### config.mk
export PLATFORM = sky130hd
export DESIGN_NAME = sc_session_ctrl
export DESIGN_NICKNAME = d
export VERILOG_FILES = /design/src/rtl/sc_session_ctrl.sv
export SDC_FILE = /design/constraint.sdc
export NUM_CORES = 1
export LEC_CHECK = 0
export BUFFER_PORTS_ARGS = -buffer_cell sky130_fd_sc_hd__buf_2
export CAP_MARGIN = 10
export CORE_MARGIN = 2
export CORE_UTILIZATION = 29
export DETAILED_ROUTE_END_ITERATION = 16
export PLACE_DENSITY_LB_ADDON = 0.3
export SLEW_MARGIN = 10
export SYNTH_ARGS = -nofsm -noshare
export SYNTH_HDL_FRONTEND = slang
export SYNTH_SLANG_ARGS = --single-unit
### constraint.sdc
create_clock -name clk -period 2.95 [get_ports clk]
set_input_delay 0.1475 -clock clk [delete_from_list [all_inputs] [get_ports clk]]
set_output_delay 0.1475 -clock clk [all_outputs]
set_load 0.005 [all_outputs]
### src/rtl/sc_session_ctrl.sv
module sc_session_ctrl #(
  parameter int DEB_CYCLES  = 8,
  parameter int STEP_CYCLES = 4
) (
  input  logic clk,
  input  logic rst_n,
  input  logic act_req_n,
  input  logic host_rst,
  input  logic volt_sel,
  input  logic pwrdn_req,
  input  logic det_hi,
  input  logic det_lo_n,
  input  logic flt_uv,
  input  logic flt_vcc,
  input  logic flt_oc,
  input  logic flt_temp,
  output logic irq_n,
  output logic sup_en,
  output logic io_en,
  output logic clk_en,
  output logic rst_out,
  output logic volt_5v,
  output logic pd_mode
);
  localparam int DW = $clog2(DEB_CYCLES + 1);
  localparam int TW = $clog2(STEP_CYCLES + 1);
  localparam int NIN = 6;
  localparam logic [NIN-1:0] RSTV = 6'b000010;

  typedef enum logic [2:0] {IDLE, POWERDOWN, ACTIVATING, ACTIVE, DEACTIVATING, FAULT_WAIT} state_t;

  logic [NIN-1:0] raw, s1, s2, db;
  assign raw = {flt_temp, flt_oc, flt_vcc, flt_uv, det_lo_n, det_hi};

  always_ff @(posedge clk or negedge rst_n)
    if (!rst_n) begin
      s1 <= RSTV;
      s2 <= RSTV;
    end else begin
      s1 <= raw;
      s2 <= s1;
    end

  for (genvar g = 0; g < NIN; g++) begin : g_deb
    logic [DW-1:0] cnt;
    always_ff @(posedge clk or negedge rst_n)
      if (!rst_n) begin
        cnt   <= '0;
        db[g] <= RSTV[g];
      end else if (s2[g] == db[g]) begin
        cnt <= '0;
      end else if (cnt == DW'(DEB_CYCLES - 1)) begin
        cnt   <= '0;
        db[g] <= s2[g];
      end else begin
        cnt <= cnt + 1'b1;
      end
  end

  logic present, fault;
  assign present = db[0] | ~db[1];
  assign fault   = |db[5:2];

  state_t state;
  logic [2:0] stage;
  logic [TW-1:0] tcnt;
  logic flt_lat, in_seq, tick, session;

  assign in_seq = (state == ACTIVATING) || (state == DEACTIVATING);
  assign tick   = in_seq && (tcnt == TW'(STEP_CYCLES - 1));

  always_ff @(posedge clk or negedge rst_n)
    if (!rst_n)           tcnt <= '0;
    else if (!in_seq || tick) tcnt <= '0;
    else                  tcnt <= tcnt + 1'b1;

  always_ff @(posedge clk or negedge rst_n)
    if (!rst_n) begin
      state   <= IDLE;
      stage   <= '0;
      flt_lat <= 1'b0;
      volt_5v <= 1'b1;
    end else begin
      case (state)
        IDLE: begin
          flt_lat <= 1'b0;
          if (!act_req_n && present) begin
            state   <= ACTIVATING;
            volt_5v <= volt_sel;
          end else if (act_req_n && pwrdn_req) begin
            state <= POWERDOWN;
          end
        end
        POWERDOWN:
          if (!pwrdn_req || !act_req_n) state <= IDLE;
        ACTIVATING:
          if (fault || !present) begin
            flt_lat <= 1'b1;
            state   <= DEACTIVATING;
          end else if (act_req_n) begin
            state <= DEACTIVATING;
          end else if (tick) begin
            stage <= stage + 3'd1;
            if (stage == 3'd3) state <= ACTIVE;
          end
        ACTIVE:
          if (fault || !present) begin
            flt_lat <= 1'b1;
            state   <= DEACTIVATING;
          end else if (act_req_n) begin
            state <= DEACTIVATING;
          end
        DEACTIVATING:
          if (tick) begin
            if (stage == 3'd0) state <= flt_lat ? FAULT_WAIT : IDLE;
            else               stage <= stage - 3'd1;
          end
        FAULT_WAIT:
          if (act_req_n) begin
            state   <= IDLE;
            flt_lat <= 1'b0;
          end
        default: state <= IDLE;
      endcase
    end

  assign session = (state != IDLE) && (state != POWERDOWN);
  assign sup_en  = stage >= 3'd1;
  assign io_en   = stage >= 3'd2;
  assign clk_en  = stage >= 3'd3;
  assign rst_out = (stage == 3'd4) && host_rst;
  assign pd_mode = state == POWERDOWN;
  assign irq_n   = session ? ~flt_lat : present;

  a_r3_no_card_start: assert property (@(posedge clk) disable iff (!rst_n)
    (state == IDLE && !present) |=> state != ACTIVATING);
  a_r5_rst_gated: assert property (@(posedge clk) disable iff (!rst_n)
    !clk_en |-> !rst_out);
  a_r6_fault_deact: assert property (@(posedge clk) disable iff (!rst_n)
    (state == ACTIVE && fault) |=> (state == DEACTIVATING && !irq_n));
  a_r7_irq_hold: assert property (@(posedge clk) disable iff (!rst_n)
    (state == FAULT_WAIT && !act_req_n) |=> !irq_n);
  a_r9_no_pd_in_session: assert property (@(posedge clk) disable iff (!rst_n)
    pd_mode |-> !sup_en);
  a_r10_volt_hold: assert property (@(posedge clk) disable iff (!rst_n)
    (sup_en && $past(sup_en)) |-> $stable(volt_5v));
  a_r4_single_step: assert property (@(posedge clk) disable iff (!rst_n)
    $countones({sup_en, io_en, clk_en} ^ $past({sup_en, io_en, clk_en})) <= 1);
endmodule

Word-level counts from Yosys, hierarchy flattened
Index checks and enable logic that the tools add are counted.

Bits in registers: 53. Input bits: 12. Output and inout bits: 7. Word-level logic and storage cells: 141.

$add $sub $neg: 9. $lt $le $gt $ge: 3. Eq/ne operators: 34. Multiplexer cells: 37. Bitwise operators: 9. Reductions and logical operators: 30.

Operator list (number): two-way mux 3 bit (19); two-way mux 4 bit (12); adder 4 x 1 -> 4 bit (second input constant) (6); == test 4 x 3 -> 1 bit (second input constant) (6); case mux 3 bit (6 select lines) (1); AND reduction 2 bit (7); == test 3 x 2 -> 1 bit (second input constant) (4); inequality test 2 bit (second input constant) (6); == test 3 bit (second input constant) (3); NOT 1 bit (8); AND reduction 8 bit (1); adder 3 x 1 -> 3 bit (second input constant) (2); == test 1 bit (6); greater-or-equal comparator 3 x 2 -> 1 bit (second input constant) (2); zero test 3 bit (2); inequality test 2 x 1 -> 1 bit (second input constant) (3); inequality test 3 bit (second input constant) (2); case mux 3 bit (2 select lines) (1); AND reduction 6 bit (1); nonzero test 3 bit (2); logical AND 1 bit (5); zero test 1 bit (4); logical OR 1 bit (4); inequality test 4 x 2 -> 1 bit (second input constant) (1); 12 further kinds (14).

Logic depth before layout (Yosys ltp)
Depth after elaboration: 7. Depth in mapped cells: 7. Gate-level depth less buffers: 7.

Least setup slack after synthesis
No wires, ideal clock.

Kind: register to register. Start: register db[1]. End: register state[1]. Library setup time: 0.125 ns. Arrival time: 1.950 ns. Data required time: 2.825 ns. Path slack: 0.875 ns. Stages on the path, launching flop included: 6. Buffers on the path: 0. Clock period less this slack: 2.075 ns. Cells stage by stage: dfstp_2 > nor2b_1 > or3_4 > o21ai_2 > a2111oi_2 > mux2_2.

Word-level cells in the longest chain between the ends: 6.

Ends and longest elaborated chain: start, declared (line 32) `logic [NIN-1:0] raw, s1, s2, db;`; start signal, assigned by index (line 49) `db[g] <= RSTV[g];`; start signal, assigned by index (line 54) `db[g] <= s2[g];`; NOT 1 bit (*) (line 61) `assign present = db[0] | ~db[1];`; bitwise OR 1 bit (*) (line 61); zero test 1 bit (line 97, 107); logical OR 1 bit (line 97, 107); inequality test 4 x 2 -> 1 bit (no line) (tied with other cells); AND reduction 8 bit (no line) / case mux 3 bit (6 select lines) (equally long branches); end signal, assigned (line 115) `if (stage == 3'd0) state <= flt_lat ? FAULT_WAIT : IDLE;`; end, declared (line 64) `state_t state;`.

Every way passes the cells marked *; elsewhere a longest branch is shown, timed or not. A chain may end at the register's enable or synchronous reset.

Worst setup path in the final report
Start: register db[1]. End: register state[2].

The elaborated chain is that of the path after synthesis.

==> results.py <==
metrics = {
    "drt": {
        "drc": 0,
        "first_pass_iters": 3,
        "avgViaCountPerCell": 4.39,
        "first_iter_violations": 53,
        "vias": 1529,
        "avgRoutedWirePerCell_um": 10.5,
        "antenna_left": 0,
        "routed_wl_mm": 3.66,
    },
    "floorplanning": {
        "die_y_um": 94.6,
        "die_w_um": 94.6,
        "start_util_pct": 29.4,
        "core_area_mm2": 0.00809,
        "io_pins": 19,
        "die_area_mm2": 0.00895,
        "std_cell_rows": 33,
    },
    "critical_path": {
        "worstReg2RegStart": "db[1]",
        "worst_setup_path_end_kind": "flop",
        "critPathKind": "reg2reg",
        "reg2reg_slack_ns": 0.69,
        "cp_slowest_cell": "dfstp_2",
        "cp_max_fo": 7,
        "worstSetupStartpoint": "db[1]",
        "crit_required_ns": 3.14,
        "r2r_cells": 5,
        "path_cells": "nor2b_1 -> or3_4 -> o21ai_2 -> a2111oi_2 -> mux2_2",
        "crit_path_end": "state[2]",
        "max_stage_delay_ns": 0.56,
        "worst_setup_path_start_kind": "flop",
        "worstPathArrival_ns": 2.44,
        "r2r_end": "state[2]",
    },
    "placed_design": {
        "dp_hpwl_mm": 2.58,
        "io_buffers": 18,
        "pre_cts_slack_ns": 0.699,
        "place_inst": 333,
        "postPlaceCellArea_mm2": 0.00259,
        "gp_congestion": 0.805,
    },
    "global_routing": {
        "grt_pass1_wl_mm": 6.57,
        "grt_overflow": 0,
        "grt_util_all_layers_pct": 9.28,
        "grt_max_degree": 32,
        "grt_pass1_vias": 1496,
        "antenna_found_initial": 0,
    },
    "clock_tree": {
        "cts-resized-gates": 0,
        "clockRootBuffer": "clkbuf_8",
        "clock_latency_ns": 0.31,
        "clockBufferDepth": 2,
        "cts_tree": "built",
        "cts_max_level": 2,
        "path_clk_slew_ns": 0.10,
        "postCtsSetupBuffers": 0,
        "cts_buffers": 5,
        "numClockSinks": 53,
    },
    "synth": {
        "avgSynthCellArea_um2": 11.2,
        "ys.warnings.count": 0,
        "synthArstFlopShare_pct": 100,
        "ys_ff_latch": 53,
        "ys_seq_area_share_pct": 55.9,
        "synth_cells": 213,
        "synth_edf_count": 0,
        "ys_types": 34,
        "synth_flop_cell": "dfrtp_1",
        "syn_nets": 239,
        "netlist_area_mm2": 0.00238,
    },
    "timing": {
        "layout_min_cycle_time_ns": 2.26,
        "setup-tns-final_ns": 0,
        "hold_viol": 0,
        "rsz0062_at_grt": "no",
        "period_share_pct": 76.5,
        "slew_violations": 0,
        "relSlewSlack_pct": 53.6,
        "worstMarginPinSlew_ns": 0.697,
        "setup_viol": 0,
        "fin_skew_ns": 0.0106,
        "max_freq_mhz": 443,
        "holdWs_ns": 0.0694,
        "worst_slack_ns": 0.694,
    },
    "pwr": {
        "sw_frac_of_total_pct": 31.7,
        "p_per_area_mw_per_mm2": 859,
        "ir_drop_mv": 0.382,
        "p_comb_share_pct": 30.6,
        "clock_power_share_pct": 23.6,
        "pwr-share-seq_pct": 45.7,
        "power_switching_mw": 0.760,
        "leakagePower_nw": 1.27,
        "p_int_mw": 1.64,
    },
    "final_layout": {
        "fin_nets": 268,
        "final_cell_area_mm2": 0.00279,
        "syn2layout_area_growth_pct": 17.2,
        "insertedDiodeCount": 0,
        "final_layout_size_suffix_gt1_share_pct": 20.2,
        "finalNonFillerCells": 348,
    },
    "outcome": {
        "status": "finished, final reports clean",
    },
    "run": {
        "cap_violations": 0,
    },
    "worst_hold_path": {
        "hold_class": "in2reg",
    },
}
==> metrics by stage <==
stage | utilization (%) | power [mW]
2_1_floorplan | - | 1.67
5_1_grt | 34.5 | 2.61
3_3_place_gp | 32.0 | 1.84
3_5_place_dp | 32.0 | 1.85
6_report | 34.5 | 2.40
4_1_cts | 34.5 | 2.44
==> logic make-up (layout without fill, tap and decap cells) <==
logic type | after synthesis | count (layout) | share of synthesized area (%)
mux | 12 | 12 | 5.57
flops | 53 | 53 | 55.9
compound gates | 24 | 24 | 6.88
xor+xnor | 14 | 14 | 5.15
simple gates | 85 | 85 | 17.1
fa+ha+maj | 14 | 14 | 7.36
buf+inv | 11 | 41 | 2.05
==> Yosys cell counts, types with 2 or more instances <==
master,number,area (um^2)
mux2_2,10,113
nand2_1,12,45.0
nor2_1,35,131
nor3_1,12,60.1
o211ai_1,2,15.0
nor4_1,2,12.5
ha_1,14,175
or3b_2,2,17.5
clkbuf_1,3,11.3
o21ai_0,4,20.0
xnor2_1,14,123
nand3_1,7,35.0
dfrtp_1,49,1230
a21oi_1,10,50.1
nor2b_1,8,50.1
dfstp_2,4,105
mux2i_1,2,20.0
inv_1,7,26.3
==> sequential cells by signal, summed over array words and instances, names as in the netlist <==
| register | count |
|---|---|
| db | 6 |
| flt_lat | 1 |
| g_deb.cnt | 24 |
| s1 | 6 |
| s2 | 6 |
| stage | 3 |
| state | 3 |
| tcnt | 3 |
| volt_5v | 1 |
==> routing by layer <==
metal	routed length (um)	GRT usage [%]	up-vias
met4	63	3.99	0
met5	0	0	-
li1	-	-	783
met1	1860	12.6	718
met3	146	2.23	8
met2	1590	14.1	20
==> cells in the final DEF, fill, tap and decap left out, drive strengths merged <==
master        n
a2111oi       2
a211oi        1
a21o          1
a21oi        10
and3          1
buf          19
bufinv        2
clkbuf        5
clkinv        1
dfrtp        49
dfstp         4
dlygate4sd3   7
ha           14
inv           7
mux2         10
mux2i         2
nand2        12
nand2b        1
nand3         7
nor2         35
nor2b         8
nor3         12
nor4          2
o211ai        2
o21ai         5
o221ai        1
o22a          1
o32ai         1
or2           1
or3           2
or3b          2
or4           2
xnor2        14
==> what timing repair did <==
item,CTS,global route
hold endpoints to repair,33,0
hold buffers,7,0
setup endpoints to repair,0,0
==> power by group through the flow <==
stage,Clock (mW),Sequential [mW],Combinational (mW)
floorplan,0,1.05,0.621
global placement,0,1.11,0.731
detailed placement,0,1.11,0.740
CTS,0.593,1.10,0.750
global route,0.620,1.13,0.857
finish,0.567,1.10,0.735
==> worst min path at each step <==
stage                        start               to  slack, ns  cells past startpoint
final                     volt_sel          volt_5v       0.07                      2
after global routing      volt_sel          volt_5v       0.06                      2
after global placement       rst_n  g_deb[2].cnt[3]       0.24                      1
after CTS                 volt_sel          volt_5v       0.06                      2
after detailed placement     rst_n            s1[2]       0.24                      1
after floorplan              rst_n            db[0]      -0.15                      0
==> layout make-up <==
type	instances	area (um^2)
fillers	832	5300
well taps	105	131
clock inverters	3	65.1
clock buffers	5	68.8
inverters	7	26.3
flip-flops and latches	53	1330
multi-input cells	149	1000
repair buffers	26	168
==> critical path: cells and delay by family (launching register included) <==
kind	cells	cell delay, ns
multiplexers	1	0.39
AND/OR/NAND/NOR	2	0.59
AO/OA/AOI/OAI	2	0.59
flip-flops	1	0.56
Power figures use the tool's default switching activity.
